File: config.mk
export PLATFORM = sky130hd
export DESIGN_NAME = spec_vc_router
export DESIGN_NICKNAME = d
export VERILOG_FILES = /design/src/rtl/rtr_pkg.sv /design/src/rtl/rtr_fifo.sv /design/src/rtl/rtr_route.sv /design/src/rtl/rtr_vc_alloc.sv /design/src/rtl/rtr_sw_arb.sv /design/src/rtl/spec_vc_router.sv
export SDC_FILE = /design/constraint.sdc
export NUM_CORES = 1
export LEC_CHECK = 0
export BUFFER_PORTS_ARGS = -buffer_cell sky130_fd_sc_hd__buf_4
export CAP_MARGIN = 40
export CORE_MARGIN = 1.5
export CORE_UTILIZATION = 25
export CTS_CLUSTER_SIZE = 8
export DETAILED_ROUTE_END_ITERATION = 8
export PLACE_DENSITY_LB_ADDON = 0.08
export SYNTH_ARGS = -nofsm -noshare
export SYNTH_HDL_FRONTEND = slang
export SYNTH_HIERARCHICAL = 1
export SYNTH_SLANG_ARGS = --single-unit
File: constraint.sdc
create_clock -name clk -period 8.65 [get_ports clk]
set_clock_uncertainty 0.1 [all_clocks]
set_input_delay 1.73 -clock clk [delete_from_list [all_inputs] [get_ports clk]]
set_output_delay 1.73 -clock clk [all_outputs]
set_load 0.005 [all_outputs]
File: src/rtl/rtr_pkg.sv
// Shared constants for the router core: port numbering and flit kinds.
// Assumes five ports with index 0 highest in switch priority.
package rtr_pkg;
    localparam int NPORT   = 5;
    localparam int P_NORTH = 0;
    localparam int P_EAST  = 1;
    localparam int P_SOUTH = 2;
    localparam int P_WEST  = 3;
    localparam int P_LOCAL = 4;

    localparam logic [1:0] FT_BODY = 2'b00;
    localparam logic [1:0] FT_HEAD = 2'b01;
    localparam logic [1:0] FT_TAIL = 2'b10;
endpackage

File: src/rtl/rtr_fifo.sv
// Input flit queue: DEPTH entries, show-ahead read port.
// Assumes DEPTH is a power of two; push is never asserted when full.
module rtr_fifo #(
    parameter int W     = 18,
    parameter int DEPTH = 4,
    localparam int AW   = $clog2(DEPTH)
) (
    input  logic          clk,
    input  logic          rst_n,
    input  logic          push,
    input  logic [W-1:0]  wdata,
    input  logic          pop,
    output logic [W-1:0]  rdata,
    output logic          empty,
    output logic          full,
    output logic [AW:0]   count
);
    logic [W-1:0]  mem [DEPTH];
    logic [AW-1:0] wr_ptr;
    logic [AW-1:0] rd_ptr;

    // Storage write; contents need no reset.
    always_ff @(posedge clk) begin
        if (push) mem[wr_ptr] <= wdata;
    end

    // Pointer and occupancy bookkeeping.
    always_ff @(posedge clk) begin
        if (!rst_n) begin
            wr_ptr <= '0;
            rd_ptr <= '0;
            count  <= '0;
        end else begin
            if (push) wr_ptr <= wr_ptr + 1'b1;
            if (pop)  rd_ptr <= rd_ptr + 1'b1;
            count <= count + (AW+1)'(push) - (AW+1)'(pop);
        end
    end

    // Front entry and status flags.
    always_comb begin
        rdata = mem[rd_ptr];
        empty = (count == '0);
        full  = (count == (AW+1)'(DEPTH));
    end
endmodule

File: src/rtl/rtr_route.sv
// Dimension-order route decode: X first, then Y, else local.
// Assumes coordinates are unsigned and the node sits at (MY_X, MY_Y).
module rtr_route #(
    parameter int CW   = 4,
    parameter int MY_X = 2,
    parameter int MY_Y = 2,
    parameter int PW   = 3
) (
    input  logic [CW-1:0] dst_x,
    input  logic [CW-1:0] dst_y,
    output logic [PW-1:0] port
);
    import rtr_pkg::*;

    // Compare destination with own position, X dimension first.
    always_comb begin
        if (dst_x > CW'(MY_X))      port = PW'(P_EAST);
        else if (dst_x < CW'(MY_X)) port = PW'(P_WEST);
        else if (dst_y > CW'(MY_Y)) port = PW'(P_NORTH);
        else if (dst_y < CW'(MY_Y)) port = PW'(P_SOUTH);
        else                        port = PW'(P_LOCAL);
    end
endmodule

File: src/rtl/rtr_vc_alloc.sv
// Output channel allocator: keeps a busy bit per output channel and hands
// free channels to waiting heads, lowest input first, lowest channel first.
// Several heads may win channels of one output in the same cycle.
module rtr_vc_alloc #(
    parameter int NP   = 5,
    parameter int NVC  = 2,
    parameter int PW   = 3,
    parameter int VCW  = 1
) (
    input  logic                     clk,
    input  logic                     rst_n,
    input  logic [NP-1:0]            need,
    input  logic [NP-1:0][PW-1:0]    want,
    input  logic [NP-1:0]            rel,
    input  logic [NP-1:0][VCW-1:0]   rel_vc,
    output logic [NP-1:0]            win,
    output logic [NP-1:0][VCW-1:0]   win_vc,
    output logic [NP-1:0][NVC-1:0]   vc_busy
);
    logic [NP-1:0][NVC-1:0] taken;

    // Walk requesters in priority order, each taking the lowest free channel.
    always_comb begin
        taken  = vc_busy;
        win    = '0;
        win_vc = '0;
        for (int i = 0; i < NP; i++) begin
            for (int v = 0; v < NVC; v++) begin
                if (need[i] && !win[i] && !taken[want[i]][v]) begin
                    win[i]             = 1'b1;
                    win_vc[i]          = VCW'(v);
                    taken[want[i]][v]  = 1'b1;
                end
            end
        end
    end

    // Free channels on tail departure, mark new claims busy.
    always_ff @(posedge clk) begin
        if (!rst_n) begin
            vc_busy <= '0;
        end else begin
            for (int o = 0; o < NP; o++)
                if (rel[o]) vc_busy[o][rel_vc[o]] <= 1'b0;
            for (int i = 0; i < NP; i++)
                if (win[i]) vc_busy[want[i]][win_vc[i]] <= 1'b1;
        end
    end
endmodule

File: src/rtl/rtr_sw_arb.sv
// Crossbar arbiter: per output, the lowest-numbered requesting input wins.
// Purely combinational; grants do not depend on downstream ready.
module rtr_sw_arb #(
    parameter int NP = 5,
    parameter int PW = 3
) (
    input  logic [NP-1:0]          req,
    input  logic [NP-1:0][PW-1:0]  req_port,
    output logic [NP-1:0]          gnt,
    output logic [NP-1:0]          osel_v,
    output logic [NP-1:0][PW-1:0]  osel
);
    // Fixed-priority pick per output, scanning from lowest priority up.
    always_comb begin
        osel_v = '0;
        osel   = '0;
        for (int o = 0; o < NP; o++) begin
            for (int i = NP-1; i >= 0; i--) begin
                if (req[i] && req_port[i] == PW'(o)) begin
                    osel_v[o] = 1'b1;
                    osel[o]   = PW'(i);
                end
            end
        end
    end

    // Tell each input whether it won its output.
    always_comb begin
        for (int i = 0; i < NP; i++)
            gnt[i] = req[i] && osel_v[req_port[i]] && osel[req_port[i]] == PW'(i);
    end
endmodule

File: src/rtl/spec_vc_router.sv
// Five-port wormhole router core with speculative allocation: channel claim
// and crossbar grant are resolved in one cycle, and a winner of both crosses
// at once. Assumes well-formed packets (head, bodies, tail; at least 2 flits).
module spec_vc_router #(
    parameter int DW    = 16,
    parameter int DEPTH = 4,
    parameter int NVC   = 2,
    parameter int CW    = 4,
    parameter int MY_X  = 2,
    parameter int MY_Y  = 2,
    localparam int NP   = rtr_pkg::NPORT,
    localparam int PW   = $clog2(NP),
    localparam int VCW  = (NVC > 1) ? $clog2(NVC) : 1,
    localparam int AW   = $clog2(DEPTH)
) (
    input  logic                    clk,
    input  logic                    rst_n,
    input  logic [NP-1:0]           in_valid,
    output logic [NP-1:0]           in_ready,
    input  logic [NP-1:0][DW-1:0]   in_data,
    input  logic [NP-1:0][1:0]      in_type,
    output logic [NP-1:0]           out_valid,
    input  logic [NP-1:0]           out_ready,
    output logic [NP-1:0][DW-1:0]   out_data,
    output logic [NP-1:0][1:0]      out_type,
    output logic [NP-1:0][VCW-1:0]  out_vc
);
    import rtr_pkg::*;

    logic [NP-1:0][DW-1:0]  f_data;
    logic [NP-1:0][1:0]     f_type;
    logic [NP-1:0]          f_empty;
    logic [NP-1:0]          f_full;
    logic [NP-1:0][AW:0]    fill;
    logic [NP-1:0][PW-1:0]  rt_c;
    logic [NP-1:0][PW-1:0]  cur_port;
    logic [NP-1:0][VCW-1:0] cur_vc;
    logic [NP-1:0]          need, sw_req, move;
    logic [NP-1:0]          vc_win, gnt, osel_v, rel;
    logic [NP-1:0][VCW-1:0] win_vc, rel_vc;
    logic [NP-1:0][PW-1:0]  osel;
    logic [NP-1:0][NVC-1:0] vc_busy;
    logic [NP-1:0]          hold_q;
    logic [NP-1:0][PW-1:0]  route_q;
    logic [NP-1:0][VCW-1:0] vc_q;

    assign in_ready = ~f_full;

    // One queue and one route decoder per input port.
    for (genvar i = 0; i < NP; i++) begin : g_in
        rtr_fifo #(.W(DW+2), .DEPTH(DEPTH)) u_fifo (
            .clk   (clk),
            .rst_n (rst_n),
            .push  (in_valid[i] && in_ready[i]),
            .wdata ({in_type[i], in_data[i]}),
            .pop   (move[i]),
            .rdata ({f_type[i], f_data[i]}),
            .empty (f_empty[i]),
            .full  (f_full[i]),
            .count (fill[i])
        );
        rtr_route #(.CW(CW), .MY_X(MY_X), .MY_Y(MY_Y), .PW(PW)) u_route (
            .dst_x (f_data[i][2*CW-1:CW]),
            .dst_y (f_data[i][CW-1:0]),
            .port  (rt_c[i])
        );
    end

    rtr_vc_alloc #(.NP(NP), .NVC(NVC), .PW(PW), .VCW(VCW)) u_vca (
        .clk     (clk),
        .rst_n   (rst_n),
        .need    (need),
        .want    (rt_c),
        .rel     (rel),
        .rel_vc  (rel_vc),
        .win     (vc_win),
        .win_vc  (win_vc),
        .vc_busy (vc_busy)
    );

    rtr_sw_arb #(.NP(NP), .PW(PW)) u_swa (
        .req      (sw_req),
        .req_port (cur_port),
        .gnt      (gnt),
        .osel_v   (osel_v),
        .osel     (osel)
    );

    // Per-input request formation: held packets ask only for the switch,
    // new heads ask for a channel and, speculatively, the switch.
    always_comb begin
        for (int i = 0; i < NP; i++) begin
            cur_port[i] = hold_q[i] ? route_q[i] : rt_c[i];
            cur_vc[i]   = hold_q[i] ? vc_q[i]    : win_vc[i];
            need[i]     = !f_empty[i] && !hold_q[i] && f_type[i] == FT_HEAD;
            sw_req[i]   = !f_empty[i] && (hold_q[i] || vc_win[i]);
            move[i]     = gnt[i] && out_ready[cur_port[i]];
        end
    end

    // Crossbar: steer the selected input to each output; flag tail releases.
    always_comb begin
        for (int o = 0; o < NP; o++) begin
            out_valid[o] = osel_v[o];
            out_data[o]  = f_data[osel[o]];
            out_type[o]  = f_type[osel[o]];
            out_vc[o]    = cur_vc[osel[o]];
            rel[o]       = osel_v[o] && out_ready[o] && f_type[osel[o]] == FT_TAIL;
            rel_vc[o]    = cur_vc[osel[o]];
        end
    end

    // Per-input packet state: route and channel kept from head to tail.
    always_ff @(posedge clk) begin
        if (!rst_n) begin
            hold_q  <= '0;
            route_q <= '0;
            vc_q    <= '0;
        end else begin
            for (int i = 0; i < NP; i++) begin
                if (move[i] && f_type[i] == FT_TAIL) begin
                    hold_q[i] <= 1'b0;
                end else if (vc_win[i]) begin
                    hold_q[i]  <= 1'b1;
                    route_q[i] <= rt_c[i];
                    vc_q[i]    <= win_vc[i];
                end
            end
        end
    end
endmodule

**Word-level counts from Yosys, hierarchy flattened**

Memory sizes are Yosys's and may differ from the RTL's. A register that Yosys moved wholly into a read port is not among the register bits.
Index checks and enable logic that the tools add are counted.

- Register bits: 70
- RAM bits: 360
- Bits of input ports: 102
- Memories kept: 5

Memory list:

| memory | depth | width | rd ports | clocked after Yosys merged registers in | wr ports | line | source |
|---|---|---|---|---|---|---|---|
| g_in[0].u_fifo.mem | 4 | 18 | 1 | 1 | 1 | rtr_fifo.sv:18 | `logic [W-1:0] mem [DEPTH];` |
| g_in[1].u_fifo.mem | 4 | 18 | 1 | 1 | 1 | rtr_fifo.sv:18 |  |
| g_in[2].u_fifo.mem | 4 | 18 | 1 | 1 | 1 | rtr_fifo.sv:18 |  |
| g_in[3].u_fifo.mem | 4 | 18 | 1 | 1 | 1 | rtr_fifo.sv:18 |  |
| g_in[4].u_fifo.mem | 4 | 18 | 1 | 1 | 1 | rtr_fifo.sv:18 |  |

- Add/subtract/negate cells: 20
- $lt $le $gt $ge: 60
- Eq/ne operators: 44
- Mux-type cells: 271
- Bitwise logic cells: 31
- Reduce and logical (&&, ||, !) cells: 156

Operators by type and width:

| operator | count |
|---|---|
| binary-select mux 16 bit (select 3 bit) | 5 |
| 2-to-1 mux 10 bit | 18 |
| 2-to-1 mux 3 bit | 55 |
| OR 10 bit | 14 |
| logical AND 1 bit | 105 |
| binary-select mux 2 bit (select 3 bit) | 15 |
| 2-to-1 mux 1 bit | 90 |
| demux 2 bit (select 3 bit) | 14 |
| 2-to-1 mux 16 bit | 5 |
| 2-to-1 mux 2 bit | 39 |
| < comparator 3 x 4 -> 1 bit (second input constant) | 15 |
| binary-select mux 1 bit (select 3 bit) | 15 |
| binary-select mux 3 bit (select 3 bit) | 5 |
| greater-than comparator 4 x 2 -> 1 bit (second input constant) | 10 |
| < comparator 4 x 2 -> 1 bit (second input constant) | 10 |
| == test 3 x 2 -> 1 bit (second input constant) | 12 |
| == test 3 bit (second input constant) | 11 |
| logical NOT 3 bit | 11 |
| logical NOT 1 bit | 25 |
| adder 2 x 1 -> 2 bit (second input constant) | 10 |
| == test 2 bit (second input constant) | 10 |
| < comparator 1 x 2 -> 1 bit (second input constant) | 10 |
| == test 3 x 1 -> 1 bit (second input constant) | 6 |
| adder 3 x 1 -> 3 bit | 5 |
| other kinds (12) | 67 |

**Longest topological paths before layout**

Gate-level depths: netlist (run 1).

- Depth after elaboration: 88
- Depth in mapped cells: 32

**Hierarchy**

Netlist (run 1), hierarchy kept.

Modules (own cells, without submodules):

| module | times used | cells each | area an instance (sq um) |
|---|---|---|---|
| rtr_fifo | 5 | 137 | 3,081.7 |
| spec_vc_router | 1 | 495 | 5,182.5 |
| rtr_vc_alloc | 1 | 313 | 2,219.6 |
| rtr_sw_arb | 1 | 117 | 812.0 |
| rtr_route | 5 | 5 | 61.3 |

**Least setup slack after synthesis (run 1)**

Ideal clock, no wire load.

- Path type: reg2out
- From: register with a tool-made name
- To: output port out_vc[3] (netlist name)
- Arrival: 6,468 ps
- Required time: 6,820 ps
- Path slack: 352 ps
- Stages on the path, launching flop included: 26
- Path buffers: 7
- Cells stage by stage: dfxtp_1 buf_6 buf_12 mux4_2 or4b_4 nor4_4 buf_4 buf_4 and4bb_1 nor2_1 a221o_1 nor3b_1 nand4_1 a211o_2 nor2_1 a21o_1 nor2_1 nor2_1 nor2b_1 clkbuf_1 nand4_1 a21boi_1 buf_2 buf_2 mux4_2 o22ai_1

RTL lines:

| what | line | source |
|---|---|---|
| to (decl) | spec_vc_router.sv:26 | `output logic [NP-1:0][VCW-1:0] out_vc` |

==> results of run 1 <==
-- synth_stat cells (24+ instances only) --
| master | instances | area share, % |
|---|---|---|
| clkbuf_1 | 38 | 0.60 |
| mux4_2 | 146 | 14 |
| a21oi_1 | 40 | 0.84 |
| a22o_1 | 94 | 3.4 |
| nor3_1 | 24 | 0.50 |
| mux2i_1 | 52 | 2.2 |
| edfxtp_1 | 360 | 45 |
| ha_1 | 30 | 1.6 |
| inv_1 | 70 | 1.1 |
| nor2_1 | 91 | 1.4 |
| dfxtp_1 | 80 | 6.7 |
| buf_2 | 31 | 0.65 |
| nand2_1 | 80 | 1.3 |
| mux4_1 | 40 | 4.4 |
| and2_1 | 43 | 1.1 |
-- worst max-delay path: stages, from the launching register on --
cell	delay [ps]
dfxtp_4	380
buf_12	130
mux4_2	510
or4b_4	570
nor4_4	140
buf_4	180
buf_6	140
buf_6	120
or4bb_1	410
a211oi_2	300
a41o_1	210
nand2_2	90
a31o_4	220
a211o_4	350
nor2_4	130
a21o_1	140
nor2_2	60
nor2_2	150
nor2b_4	280
nand4_1	190
a21boi_4	200
buf_6	160
buf_12	160
mux4_2	510
a22o_1	250
buf_4	150
-- power by group through the flow --
stage	registers (W)	clock network, W	logic (W)
after global placement	0.00273	0	0.00351
after global routing	0.00273	0.00257	0.00407
after detailed placement	0.00274	0	0.00355
after floorplan	0.00267	0	0.00185
final	0.00270	0.00241	0.00384
after CTS	0.00270	0.00250	0.00368
-- cell families (layout without fill, tap and decap cells) --
| group | count (synthesis) | after routing | synth area share [%] |
|---|---|---|---|
| buf+inv | 163 | 692 | 3.42 |
| compound gates | 296 | 296 | 9.96 |
| xor+xnor | 22 | 22 | 1.12 |
| flops | 440 | 440 | 51.9 |
| fa+ha+maj | 35 | 35 | 1.99 |
| mux | 246 | 246 | 20.7 |
| simple gates | 433 | 433 | 10.9 |
-- final cells by class --
cell class	instances	area, um2
fill	9265	62600
multi-input combinational	1032	11400
sequential	440	12400
inverter	75	284
tap	1265	1580
timing repair buffer	507	4590
clock inverter	8	109
clock buffer	102	1810
-- layer usage --
layer	vias up	part of all wire [%]	wire length (um)	GRT usage (%)
met2	524	48	45500	31.6
met5	-	0.072	68	0
met1	9160	45	42500	26.2
li1	7632	-	-	-
met4	10	2.0	1870	4.49
met3	103	5.3	5010	3.23
-- cells in the final DEF, fill, tap and decap left out, types with 12 or more instances in the layout --
master / instances
buf_6: 39
a22o_1: 64
inv_1: 68
nand2b_1: 22
clkbuf_16: 68
buf_4: 414
nor2b_1: 13
mux2i_1: 52
a21oi_1: 32
o21ai_0: 17
nor3_1: 20
and2_1: 43
nand2_1: 77
mux4_2: 156
buf_8: 15
clkbuf_1: 34
nor2_2: 12
nor3b_1: 14
buf_12: 29
xnor2_1: 14
mux4_1: 30
nor2_1: 74
ha_1: 30
a22o_4: 20
nand3_1: 21
edfxtp_1: 360
dfxtp_1: 73
-- how the worst max path moves through the flow --
stage	endpoint	from	depth (start not counted)
after floorplan	out_vc[3]	register	25
after global placement	out_vc[1]	register	23
after detailed placement	out_vc[1]	register	23
after CTS	out_vc[0]	register	29
after global routing	out_data[48]	register	25
final	out_data[48]	register	25
-- state kept, by name, indices dropped and copies added, names as in the netlist, named ones only --
| name | flops |
|---|---|
| vc_q | 5 |
| g_in.u_fifo/wr_ptr | 10 |
| route_q | 15 |
| hold_q | 5 |
| g_in.u_fifo/count | 15 |
| g_in.u_fifo/mem | 360 |
| g_in.u_fifo/rd_ptr | 10 |
| u_vca/vc_busy | 10 |
-- stage by stage --
| stage | instances | TNS [ps] | area [um2] |
|---|---|---|---|
| floorplan | 1635 | 0 | 23900 |
| global placement | 3231 | -307 | 28500 |
| detailed placement | 3249 | -140 | 28800 |
| CTS | 3399 | 0 | 31500 |
| global route | 3429 | -7120 | 32200 |
| finish | 3429 | 0 | 32200 |
-- what timing repair did --
item,in CTS,in global routing
endpoints found under the hold margin,0,0
gates cloned,5,2
gates resized for setup,105,107
endpoints found under the setup margin,96,95
pin swaps,39,36
setup buffers,37,30
==> flow_metrics.py, run 1 <==
metrics = {
    "drt": {
        "ant_nets": 0,
        "firstDrtPassIters": 6,
        "via_per_inst": 5.08,
        "drcViolationCount": 0,
        "wl_per_cell_um": 27.7,
        "vias": 17429,
        "wl_um": 94900,
        "drtIter0Drc": 1370,
    },
    "timing": {
        "worst_slew_pin_slew_ps": 822,
        "fin_crit_ps": 8570,
        "hold_viol_final": 0,
        "maxSlewHeadroom_pct": 45.1,
        "rsz0062_at_grt": "true",
        "setup_viol": 0,
        "slew_viol_final": 0,
        "fin_crit_sh_pct": 99.1,
        "timing.hold.ws_ps": 360,
        "layout_setup_ws_ps": 80.1,
        "fmax_mhz": 117,
    },
    "grt": {
        "grt_usage_pct": 19.1,
        "gr-total-overflow": 0,
        "grt_pass1_wl_um": 134000,
        "grt_pass1_vias": 17747,
        "grt_max_degree": 76,
        "antenna_found_initial": 5,
    },
    "pwr": {
        "p_comb_share_pct": 42.9,
        "total_power_w": 0.00896,
        "p_int_w": 0.00584,
        "leakage_nw": 11.5,
        "max-vdd-ir-drop_mv": 0.140,
        "clkPwrFrac_pct": 27.0,
        "power.switching_w": 0.00312,
        "seq_power_share_pct": 30.2,
        "powerDensity_nw_per_um2": 278,
        "switching_share_pct": 34.8,
    },
    "setup_path": {
        "end_kind": "output pin",
        "crit_fanout": 7,
        "worstPathRequired_ps": 6820,
        "worstPathArrival_ps": 6740,
        "reg2regPathDepth": 28,
        "worstSetupStartpointType": "register",
        "reg2reg_slack_ps": 1280,
        "reg2reg_to": "u_vca/vc_busy[6]$_SDFF_PN0_",
        "criticalPathCategory": "register to output pin",
    },
    "synth": {
        "ys_ff_latch": 440,
        "async_reset_ff_share_pct": 0,
        "synth_edf_count": 360,
        "synthFlopType": "edfxtp_1",
        "synth-seq-area-share_pct": 51.9,
        "postSynthCellCount": 1635,
        "yosys_warnings": 6,
        "netlist_area_um2": 23900,
        "synthDistinctLibCells": 106,
        "synth_fp_nets": 1772,
        "syn_area_per_cell_um2": 14.6,
    },
    "place": {
        "dp_hpwl_um": 71300,
        "portBuffers": 206,
        "dp_slack_ps": -82.1,
        "place.gp.congestion": 0.889,
    },
    "worst_hold_path": {
        "hold_class": "register to register",
        "holdPathEnd": "vc_q[2]$_SDFFE_PN0P_",
        "min_from": "vc_q[2]$_SDFFE_PN0P_",
        "min_path_cells": 2,
    },
    "layout": {
        "nets": 2259,
        "post-route-util_pct": 34.0,
        "antenna_cells": 0,
        "drive_gt1_share_pct": 43.1,
        "syn2layout_area_growth_pct": 34.8,
    },
    "cts": {
        "cts.sinks": 440,
        "clk_pin_slew_ps": 50,
        "cts-root-buf": "clkbuf_16",
        "cts_tree": "yes",
        "htreeDepth": 3,
        "cts_hold_buf": 0,
        "cts.path.max_buffers": 3,
        "clk_latency_ps": 620,
        "numCtsBuffers": 66,
    },
    "floorplanning": {
        "fp.dieW_um": 312,
        "row_count": 113,
        "core_area_um2": 94900,
        "die_h_um": 312,
        "ios": 207,
        "initial_core_util_pct": 25.2,
        "die-area_um2": 97600,
    },
    "run": {
        "drv_cap": 0,
    },
    "run_status": {
        "outcome": "finished, final reports clean",
    },
}
Note: power is estimated with default switching activity, not from simulation.
==> run 2, diff against run 1 <==
--- a/config.mk
+++ b/config.mk
@@ -5,6 +5,7 @@
 export SDC_FILE = /design/constraint.sdc
 export NUM_CORES = 1
 export LEC_CHECK = 0
+export ABC_AREA = 1
 export BUFFER_PORTS_ARGS = -buffer_cell sky130_fd_sc_hd__buf_4
 export CAP_MARGIN = 40
 export CORE_MARGIN = 1.5
==> flow_metrics.py, run 2 <==
metrics = {
    "synth": {
        "post-synth-top-count-cell": "nand2_1",
        "netlist_area_um2": 25200,
        "syn_area_per_cell_um2": 8.37,
        "ys_top_cells_by_count": "nand2_1, inv_1, edfxtp_1",
        "synth_fp_nets": 3149,
        "synthDistinctLibCells": 49,
        "ys_ff_latch": 440,
        "yosys_warnings": 6,
        "synth_top_area_share_pct": 42.9,
        "postSynthCellCount": 3012,
        "async_reset_ff_share_pct": 0,
        "netlist.top_cell.by_area": "edfxtp_1",
        "synth-seq-area-share_pct": 49.2,
        "synthTopCellsByArea": "edfxtp_1, nand2_1, inv_1",
        "synth_edf_count": 360,
        "synthFlopType": "edfxtp_1",
    },
    "layout": {
        "antenna_cells": 0,
        "nets": 3617,
        "drive_gt1_share_pct": 23.0,
        "final_common_cell": "nand2_1",
        "layout_common_cells": "nand2_1, inv_1, buf_4, edfxtp_1, a21oi_1",
        "largest_register_ffs": 360,
        "post-route-util_pct": 33.1,
        "syn2layout_area_growth_pct": 31.2,
        "largest-register": "g_in.u_fifo/mem",
        "top_regs": "g_in.u_fifo/mem x360, g_in.u_fifo/count x15, route_q x15",
        "fin_area_um2": 33100,
    },
    "grt": {
        "antenna_found_initial": 0,
        "grt_pass1_wl_um": 150000,
        "grt_pass1_vias": 22083,
        "grt_max_degree": 50,
        "gr-total-overflow": 0,
        "grt_usage_pct": 19.8,
    },
    "run": {
        "drv_cap": 0,
    },
    "setup_path": {
        "critPathMaxStageDelay_ps": 360,
        "slowest_stage": "dfxtp_4",
        "cp_common_cell": "buf_4",
        "worst-path-stages": 44,
        "critPathBufInv": 14,
        "crit_fanout": 20,
        "setup.worst_path.end": "out_vc[4]",
        "reg2regPathDepth": 55,
        "worstPathArrival_ps": 6410,
        "reg2reg_slack_ps": 1480,
        "reg2reg_to": "g_in[4].u_fifo/count[1]$_SDFF_PN0_",
        "end_kind": "output pin",
        "criticalPathCategory": "register to output pin",
        "worstPathRequired_ps": 6820,
        "worstSetupStartpointType": "register",
        "cp_top_family": "simple AND/OR/NAND/NOR gates",
    },
    "cts": {
        "htreeDepth": 3,
        "cts-root-buf": "clkbuf_16",
        "clk_latency_ps": 610,
        "numCtsBuffers": 66,
        "cts_tree": "yes",
        "cts.sinks": 440,
        "cts.path.max_buffers": 3,
        "cts_hold_buf": 0,
        "clk_pin_slew_ps": 50,
    },
    "drt": {
        "via_per_inst": 4.68,
        "ant_nets": 0,
        "drtIter0Drc": 1583,
        "vias": 22563,
        "wl_per_cell_um": 21.5,
        "wl_um": 104000,
        "drcViolationCount": 0,
        "firstDrtPassIters": 5,
    },
    "worst_hold_path": {
        "hold_class": "register to register",
    },
    "timing": {
        "tns_ps": 0,
        "slew_viol_final": 0,
        "worst_slew_pin_slew_ps": 920,
        "maxSlewHeadroom_pct": 38.3,
        "rsz0062_at_grt": "true",
        "fin_crit_ps": 8240,
        "fin_crit_sh_pct": 95.3,
        "setup_viol": 0,
        "hold_viol_final": 0,
        "fmax_mhz": 121,
    },
    "floorplanning": {
        "initial_core_util_pct": 25.2,
        "ios": 207,
        "core_area_um2": 100000,
        "fp.dieW_um": 321,
        "row_count": 116,
        "die-area_um2": 103000,
        "die_h_um": 321,
    },
    "pwr": {
        "leakage_nw": 14.1,
        "max-vdd-ir-drop_mv": 0.206,
        "clkPwrFrac_pct": 23.2,
        "powerDensity_nw_per_um2": 315,
        "power.switching_w": 0.00436,
        "seq_power_share_pct": 26.4,
        "p_comb_share_pct": 50.4,
        "p_int_w": 0.00607,
        "total_power_w": 0.0104,
        "switching_share_pct": 41.8,
    },
    "place": {
        "place.gp.congestion": 0.921,
        "dp_hpwl_um": 81500,
        "placed_cell_area_um2": 30300,
        "portBuffers": 206,
    },
    "run_status": {
        "outcome": "finished, final reports clean",
    },
}
run 2: power by group through the flow:
stage	Combinational [W]	Clock, W	Sequential, W
after CTS	0.00506	0.00251	0.00276
after global placement	0.00489	0	0.00281
after floorplan	0.00249	0	0.00269
final	0.00525	0.00242	0.00275
after detailed placement	0.00496	0	0.00281
after global routing	0.00573	0.00259	0.00278
run 2: timing repair:
item                       4_1_cts  5_1_grt
cloned                           0        1
setup buffers                    5       22
pin swaps                        3       22
setup endpoints to repair       95       98
resized for setup               53      144
run 2: worst min-delay path, stage by stage (launching register included):
cell     delay (ps)
dfxtp_1         300
inv_1            50
a21oi_1          70
run 2: per-layer routing:
metal / GRT usage (%) / part of all wire, % / vias to the layer above
met5: 0 / 0 / -
met4: 5.09 / 2.2 / 0
met3: 2.82 / 4.4 / 121
met2: 33.7 / 48 / 604
met1: 26.3 / 46 / 10763
li1: - / - / 11075
run 2: kinds of logic after synthesis:
family / count (synthesis) / synth area share [%]
AND/OR/NAND/NOR: 1006 / 17.7
AO/OA/AOI/OAI: 810 / 18.5
buffers and inverters: 721 / 12.6
flip-flops: 440 / 49.2
adder cells (fa/ha/maj): 35 / 1.89
run 2: how the worst min path moves through the flow:
| stage | from | endpoint | slack [ps] | cells past startpoint |
|---|---|---|---|---|
| after floorplan | g_in[0].u_fifo/rd_ptr[1]$_SDFFE_PN0P_ | register | 340 | 2 |
| after global placement | g_in[3].u_fifo/rd_ptr[1]$_SDFFE_PN0P_ | g_in[3].u_fifo/rd_ptr[1]$_SDFFE_PN0P_ | 350 | 2 |
| after detailed placement | g_in[1].u_fifo/rd_ptr[0]$_SDFFE_PN0P_ | register | 360 | 1 |
| after CTS | g_in[1].u_fifo/rd_ptr[0]$_SDFFE_PN0P_ | register | 370 | 1 |
| after global routing | g_in[3].u_fifo/rd_ptr[0]$_SDFFE_PN0P_ | register | 400 | 1 |
| final | g_in[0].u_fifo/rd_ptr[1]$_SDFFE_PN0P_ | register | 360 | 2 |
run 2: final cells by class:
cell class	instances	area [um2]
repair buffers	532	4820
clock buffers	102	1800
well taps	1298	1620
inverters	589	2240
clock inverters	9	116
flip-flops and latches	440	12400
fillers	10361	66900
multi-input cells	1851	10100
run 2: through the flow:
step / hold slack, ps / instances / setup slack [ps]
final: 360 / 4821 / 406
after global routing: 396 / 4821 / -99.4
after CTS: 371 / 4798 / -5.83
after detailed placement: 361 / 4682 / -213
after global placement: 349 / 4661 / -278
after floorplan: 336 / 3012 / 1530
